File: src/rtl/irq_evt_pkg.sv
package irq_evt_pkg;

   // word offsets of the register map
   localparam int unsigned OFS_IDX  = 0;
   localparam int unsigned OFS_MASK = 1;
   localparam int unsigned OFS_RAW  = 2;
   localparam int unsigned OFS_MSTS = 3;
   localparam int unsigned OFS_CLR  = 4;
   localparam int unsigned OFS_SET  = 5;
   localparam int unsigned NUM_REGS = 6;

   // width of an index code able to hold 0 (none) .. n
   function automatic int unsigned code_width(int unsigned n);
      return (n < 1) ? 1 : $clog2(n + 1);
   endfunction

endpackage

File: src/rtl/irq_evt_status.sv
module irq_evt_status #(
   parameter int unsigned NUM_EVT = 2
) (
   input  logic               clk_i,
   input  logic               rst_ni,
   input  logic [NUM_EVT-1:0] evt_i,
   input  logic [NUM_EVT-1:0] set_vec_i,
   input  logic [NUM_EVT-1:0] clr_vec_i,
   input  logic [NUM_EVT-1:0] take_vec_i,
   input  logic               mask_we_i,
   input  logic [NUM_EVT-1:0] mask_wdata_i,
   output logic [NUM_EVT-1:0] raw_o,
   output logic [NUM_EVT-1:0] mask_o,
   output logic [NUM_EVT-1:0] masked_o
);

   logic [NUM_EVT-1:0] raw_q;
   logic [NUM_EVT-1:0] mask_q;

   // one sticky bit per event: a rising cause beats any clearing cause
   for (genvar g = 0; g < NUM_EVT; g++) begin : g_bit
      logic rise;
      logic fall;
      assign rise = evt_i[g] | set_vec_i[g];
      assign fall = clr_vec_i[g] | take_vec_i[g];

      always_ff @(posedge clk_i or negedge rst_ni) begin
         if (!rst_ni) begin
            raw_q[g] <= 1'b0;
         end else if (rise) begin
            raw_q[g] <= 1'b1;
         end else if (fall) begin
            raw_q[g] <= 1'b0;
         end
      end
   end

   always_ff @(posedge clk_i or negedge rst_ni) begin
      if (!rst_ni) begin
         mask_q <= '0;
      end else if (mask_we_i) begin
         mask_q <= mask_wdata_i;
      end
   end

   assign raw_o    = raw_q;
   assign mask_o   = mask_q;
   assign masked_o = raw_q & mask_q;

endmodule

File: src/rtl/irq_evt_prio.sv
module irq_evt_prio #(
   parameter int unsigned NUM_EVT = 2,
   parameter int unsigned CODE_W  = 2
) (
   input  logic [NUM_EVT-1:0] pend_i,
   output logic [CODE_W-1:0]  code_o,
   output logic [NUM_EVT-1:0] hot_o
);

   // scan from the weakest source up so the lowest index is left standing
   always_comb begin
      code_o = '0;
      hot_o  = '0;
      for (int i = NUM_EVT - 1; i >= 0; i--) begin
         if (pend_i[i]) begin
            code_o    = CODE_W'(i + 1);
            hot_o     = '0;
            hot_o[i]  = 1'b1;
         end
      end
   end

endmodule

File: src/rtl/irq_evt_decode.sv
module irq_evt_decode
   import irq_evt_pkg::*;
#(
   parameter int unsigned NUM_EVT = 2,
   parameter int unsigned CODE_W  = 2,
   parameter int unsigned ADDR_W  = 3,
   parameter int unsigned DATA_W  = 32
) (
   input  logic               req_valid_i,
   input  logic               req_write_i,
   input  logic               req_dbg_i,
   input  logic [ADDR_W-1:0]  req_addr_i,
   input  logic [DATA_W-1:0]  req_wdata_i,
   input  logic [NUM_EVT-1:0] raw_i,
   input  logic [NUM_EVT-1:0] mask_i,
   input  logic [NUM_EVT-1:0] masked_i,
   input  logic [CODE_W-1:0]  code_i,
   output logic               mask_we_o,
   output logic [NUM_EVT-1:0] wbits_o,
   output logic [NUM_EVT-1:0] clr_vec_o,
   output logic [NUM_EVT-1:0] set_vec_o,
   output logic               take_o,
   output logic [DATA_W-1:0]  rd_data_o
);

   localparam logic [ADDR_W-1:0] A_IDX  = ADDR_W'(OFS_IDX);
   localparam logic [ADDR_W-1:0] A_MASK = ADDR_W'(OFS_MASK);
   localparam logic [ADDR_W-1:0] A_RAW  = ADDR_W'(OFS_RAW);
   localparam logic [ADDR_W-1:0] A_MSTS = ADDR_W'(OFS_MSTS);
   localparam logic [ADDR_W-1:0] A_CLR  = ADDR_W'(OFS_CLR);
   localparam logic [ADDR_W-1:0] A_SET  = ADDR_W'(OFS_SET);

   logic wr;
   logic rd;
   logic unused_wdata_hi;

   assign wr      = req_valid_i & req_write_i;
   assign rd      = req_valid_i & ~req_write_i;
   assign wbits_o = req_wdata_i[NUM_EVT-1:0];
   assign unused_wdata_hi = ^req_wdata_i[DATA_W-1:NUM_EVT];

   assign mask_we_o = wr && (req_addr_i == A_MASK);
   assign clr_vec_o = (wr && (req_addr_i == A_CLR)) ? wbits_o : '0;
   assign set_vec_o = (wr && (req_addr_i == A_SET)) ? wbits_o : '0;
   // only the CPU consumes the reported event
   assign take_o    = rd && !req_dbg_i && (req_addr_i == A_IDX);

   always_comb begin
      rd_data_o = '0;
      if (rd) begin
         case (req_addr_i)
            A_IDX:   rd_data_o = DATA_W'(code_i);
            A_MASK:  rd_data_o = DATA_W'(mask_i);
            A_RAW:   rd_data_o = DATA_W'(raw_i);
            A_MSTS:  rd_data_o = DATA_W'(masked_i);
            default: rd_data_o = '0;
         endcase
      end
   end

endmodule

File: src/rtl/irq_evt_regs.sv
module irq_evt_regs #(
   parameter int unsigned NUM_EVT = 2,
   parameter int unsigned ADDR_W  = 3,
   parameter int unsigned DATA_W  = 32
) (
   input  logic               clk_i,
   input  logic               rst_ni,
   input  logic               req_valid_i,
   input  logic               req_write_i,
   input  logic               req_dbg_i,
   input  logic [ADDR_W-1:0]  req_addr_i,
   input  logic [DATA_W-1:0]  req_wdata_i,
   output logic [DATA_W-1:0]  rd_data_o,
   input  logic [NUM_EVT-1:0] evt_i,
   output logic               irq_o
);

   localparam int unsigned CODE_W = irq_evt_pkg::code_width(NUM_EVT);

   if (NUM_EVT < 1) begin : g_chk_evt
      $error("NUM_EVT must be at least 1");
   end
   if (DATA_W <= NUM_EVT || DATA_W < CODE_W) begin : g_chk_data
      $error("DATA_W must exceed NUM_EVT and hold the index code");
   end
   if ((1 << ADDR_W) < irq_evt_pkg::NUM_REGS) begin : g_chk_addr
      $error("ADDR_W too narrow for the register map");
   end

   logic [NUM_EVT-1:0] raw_q;
   logic [NUM_EVT-1:0] mask_q;
   logic [NUM_EVT-1:0] masked;
   logic [NUM_EVT-1:0] win_hot;
   logic [NUM_EVT-1:0] wbits;
   logic [NUM_EVT-1:0] clr_vec;
   logic [NUM_EVT-1:0] set_vec;
   logic [NUM_EVT-1:0] take_vec;
   logic [CODE_W-1:0]  idx_code;
   logic               mask_we;
   logic               take;
   logic               irq_q;

   irq_evt_decode #(
      .NUM_EVT (NUM_EVT),
      .CODE_W  (CODE_W),
      .ADDR_W  (ADDR_W),
      .DATA_W  (DATA_W)
   ) u_decode (
      .req_valid_i (req_valid_i),
      .req_write_i (req_write_i),
      .req_dbg_i   (req_dbg_i),
      .req_addr_i  (req_addr_i),
      .req_wdata_i (req_wdata_i),
      .raw_i       (raw_q),
      .mask_i      (mask_q),
      .masked_i    (masked),
      .code_i      (idx_code),
      .mask_we_o   (mask_we),
      .wbits_o     (wbits),
      .clr_vec_o   (clr_vec),
      .set_vec_o   (set_vec),
      .take_o      (take),
      .rd_data_o   (rd_data_o)
   );

   irq_evt_prio #(
      .NUM_EVT (NUM_EVT),
      .CODE_W  (CODE_W)
   ) u_prio (
      .pend_i (masked),
      .code_o (idx_code),
      .hot_o  (win_hot)
   );

   assign take_vec = take ? win_hot : '0;

   irq_evt_status #(
      .NUM_EVT (NUM_EVT)
   ) u_status (
      .clk_i        (clk_i),
      .rst_ni       (rst_ni),
      .evt_i        (evt_i),
      .set_vec_i    (set_vec),
      .clr_vec_i    (clr_vec),
      .take_vec_i   (take_vec),
      .mask_we_i    (mask_we),
      .mask_wdata_i (wbits),
      .raw_o        (raw_q),
      .mask_o       (mask_q),
      .masked_o     (masked)
   );

   always_ff @(posedge clk_i or negedge rst_ni) begin
      if (!rst_ni) begin
         irq_q <= 1'b0;
      end else begin
         irq_q <= |masked;
      end
   end

   assign irq_o = irq_q;

endmodule

File: config.mk
export PLATFORM = sky130hd
export DESIGN_NAME = irq_evt_regs
export DESIGN_NICKNAME = d
export VERILOG_FILES = /design/src/rtl/irq_evt_pkg.sv /design/src/rtl/irq_evt_status.sv /design/src/rtl/irq_evt_prio.sv /design/src/rtl/irq_evt_decode.sv /design/src/rtl/irq_evt_regs.sv
export SDC_FILE = /design/constraint.sdc
export NUM_CORES = 1
export LEC_CHECK = 0
export CAP_MARGIN = 0
export CORE_MARGIN = 2
export CORE_UTILIZATION = 26
export DETAILED_ROUTE_END_ITERATION = 8
export GPL_TIMING_DRIVEN = 0
export PLACE_DENSITY = 0.93
export SLEW_MARGIN = 30
export SYNTH_ARGS = -nofsm -noshare
export SYNTH_HDL_FRONTEND = slang
export SYNTH_SLANG_ARGS = --single-unit
File: constraint.sdc
create_clock -name clk_i -period 3 [get_ports clk_i]
set_input_delay 0.6 -clock clk_i [delete_from_list [all_inputs] [get_ports clk_i]]
set_output_delay 0.6 -clock clk_i [all_outputs]
set_load 0.01 [all_outputs]
==> results.json <==
{
  "drt_iter0_markers": 1,
  "grt_pass1_wl_mm": 1.559,
  "critPathArrivalTime_ns": 2.20,
  "grtUsageTotal": 0.08110,
  "hold_path.startpoint": "u_status.raw_o[1]",
  "std_cell_rows": 16,
  "synth_top_area_share": 0.4027,
  "setup_violations": 0,
  "routed_via_density": 3.493,
  "slowest_delay_ns": 0.61,
  "synth_compound_area_frac": 0.1051,
  "start_util": 0.2794,
  "p_leak_nw": 0.4519,
  "min_path_type": "reg2reg",
  "ys.warnings.count": 0,
  "design.core.area_sq_um": 2002,
  "synth-async-reset-ratio": 1.000,
  "required_ns": 2.40,
  "synthMuxAreaShare": 0.04027,
  "die_area_sq_um": 2538,
  "io_pins": 75,
  "path_class": "in2out",
  "path_max_fanout": 6,
  "ff2ff_path_depth": 3,
  "clock_path_buffers": 2,
  "hold_path_depth": 2,
  "hpwl_microns": 930.3,
  "synth-xor-area-share": 0,
  "placed_cell_area_sq_um": 842.1,
  "synth_top_family_by_area": "buffers and inverters",
  "dp_slack_ns": 0.2022,
  "path_buf_inv": 2,
  "max_cap_violations": 0,
  "yosysMostFrequentCell": "buf_4",
  "synth_top_area_cell": "buf_4",
  "syn_inst": 64,
  "ys_types": 22,
  "avgRoutedWirePerCell_microns": 7.558,
  "grt_pass1_vias": 379,
  "cts_sinks": 5,
  "clock-skew-final_ns": 0.001118,
  "clockRootBuffer": "clkbuf_4",
  "ir_drop_mv": 0.1599,
  "cpMostUsedCell": "clkdlybuf4s50_1",
  "finalWorstSetupSlack_ns": 0.1975,
  "grt_start_max_net_pins": 7,
  "whs_ns": 0.5356,
  "synth_seq_cells": 5,
  "synthSimpleGateAreaFrac": 0.2148,
  "postRouteAntennaNets": 0,
  "antenna_cells": 0,
  "rsz0062_at_grt": "false",
  "synth_area_sq_um": 559.3,
  "critPathTopFamily": "buffers and inverters",
  "synthTopCellsByArea": "buf_4 40%, dfrtp_1 22%, mux2_1 4.0%",
  "wl_mm": 1.043,
  "cp-end-kind": "output port",
  "r2r_end": "u_status.raw_o[1]",
  "finish.utilization": 0.4338,
  "outcome": "finished, final reports clean",
  "power.density_nw_per_um2": 312.8,
  "finalCritPeriodShare": 0.9342,
  "globalplace.congestion": 0.7965,
  "grt_antenna_before_repair": 0,
  "die_x_microns": 50.38,
  "die_h_microns": 50.38,
  "cts_tree": "done",
  "synth_ff_type": "dfrtp_1",
  "path_cells": "clkdlybuf4s50_1 -> nor2b_1 -> nand2_1 -> a21oi_1 -> clkdlybuf4s50_1",
  "ctsHoldBuffers": 0,
  "avgSynthCellArea_sq_um": 8.739,
  "port_buffers": 14,
  "reg2reg_setup_slack_ns": 1.94,
  "gr-total-overflow": 0,
  "cpMaxStageDelayCell": "clkdlybuf4s50_1",
  "synth_common_cells": "30 x buf_4, 6 x nand2_1, 5 x dfrtp_1",
  "synth_edf_count": 0,
  "worstHoldEndpoint": "irq_o",
  "postCtsResizedCells": 0,
  "cts-htree-levels": 1,
  "drcViolationCount": 0,
  "fin_area_sq_um": 868.3,
  "area_growth_pct": 55.26,
  "vias": 482,
  "fmax_ghz": 0.3568,
  "layout-drive-gt1-share": 0.3243,
  "min_period_ns": 2.802,
  "yosysSeqAreaShare": 0.2237,
  "reg2reg_from": "u_status.mask_o[0]",
  "slew_viol_final": 0,
  "first_pass_iters": 2,
  "postCtsSetupRepairBufs": 0,
  "finalNetCount": 154,
  "synth-adder-area-share": 0,
  "hold_viol": 0,
  "finalSetupTns_ns": 0,
  "cts_made_buffers": 3,
  "clock_latency_ns": 0.24,
  "startpoint_type": "input pin",
  "cts.clk_slew.worst_paths_ns": 0.04
}
[how the worst max path moves through the flow]
stage / from / end / depth (start not counted)
floorplan: req_addr_i[2] / rd_data_o[0] / 2
global placement: req_addr_i[2] / rd_data_o[0] / 4
detailed placement: req_addr_i[2] / rd_data_o[1] / 4
CTS: req_addr_i[0] / rd_data_o[1] / 5
global route: req_addr_i[1] / rd_data_o[0] / 5
finish: req_addr_i[0] / rd_data_o[1] / 5
[layer usage]
metal  wire, microns  vias up  track usage
met5               0        -            0
met4               0        0      0.04054
met3             175        0      0.03274
met2             443       35       0.1316
met1             424      196      0.09141
li1                -      251            -
[registers in the layout, summed over array words and instances (netlist names)]
name             flops
u_status.mask_o      2
u_status.raw_o       2
irq_o                1
[tightest hold or removal path: stages, from the launching register on]
cell and delay (ns):
dfrtp_1 0.36, nand2_1 0.07, nand2_1 0.07
[where the power goes]
group	switching [mW]	internal, mW	total [mW]
sequential	0.00915	0.0783	0.0874
clock	0.0263	0.0502	0.0765
combinational	0.0466	0.0610	0.108
[area by class of cell]
cell class | instances | area (sq um)
tap | 27 | 33.78
multi-input combinational | 57 | 314.1
sequential | 5 | 125.1
fill | 198 | 1134
buffer | 30 | 225.2
timing repair buffer | 14 | 140.1
inverter | 1 | 3.754
clock buffer | 4 | 26.28
[layout by cell type (no fill, tap or decap)]
cell type        Yosys  layout
a211o_1              1       1
o21ai_0              1       1
nor4_4               1       1
nor3b_1              1       1
a221o_1              1       1
nand2_1              6       6
mux2_1               2       2
clkdlybuf4s50_1      0      14
buf_4               30      30
dfrtp_1              5       5
a21oi_1              2       2
inv_1                1       1
nand3b_1             2       2
a22o_1               1       1
conb_1               1      30
a21boi_1             1       1
nor2_1               1       1
clkbuf_4             0       3
or3b_4               1       1
a221oi_1             1       1
nor2b_1              2       2
clkbuf_1             0       1
nand3_1              1       1
nor4b_2              1       1
nand2b_1             1       1
[through the flow]
stage	total power [mW]	std cells
final	0.2716	138
after global routing	0.2895	138
after CTS	0.2747	138
after detailed placement	0.1954	134
after global placement	0.1921	134
after floorplan	0.1583	93
[kinds of logic after synthesis]
kind of cell / after synthesis
compound gates: 8
buf+inv: 31
flops: 5
mux: 2
other cells: 1
simple gates: 17
No activity file was read; power rests on OpenSTA's default activity.
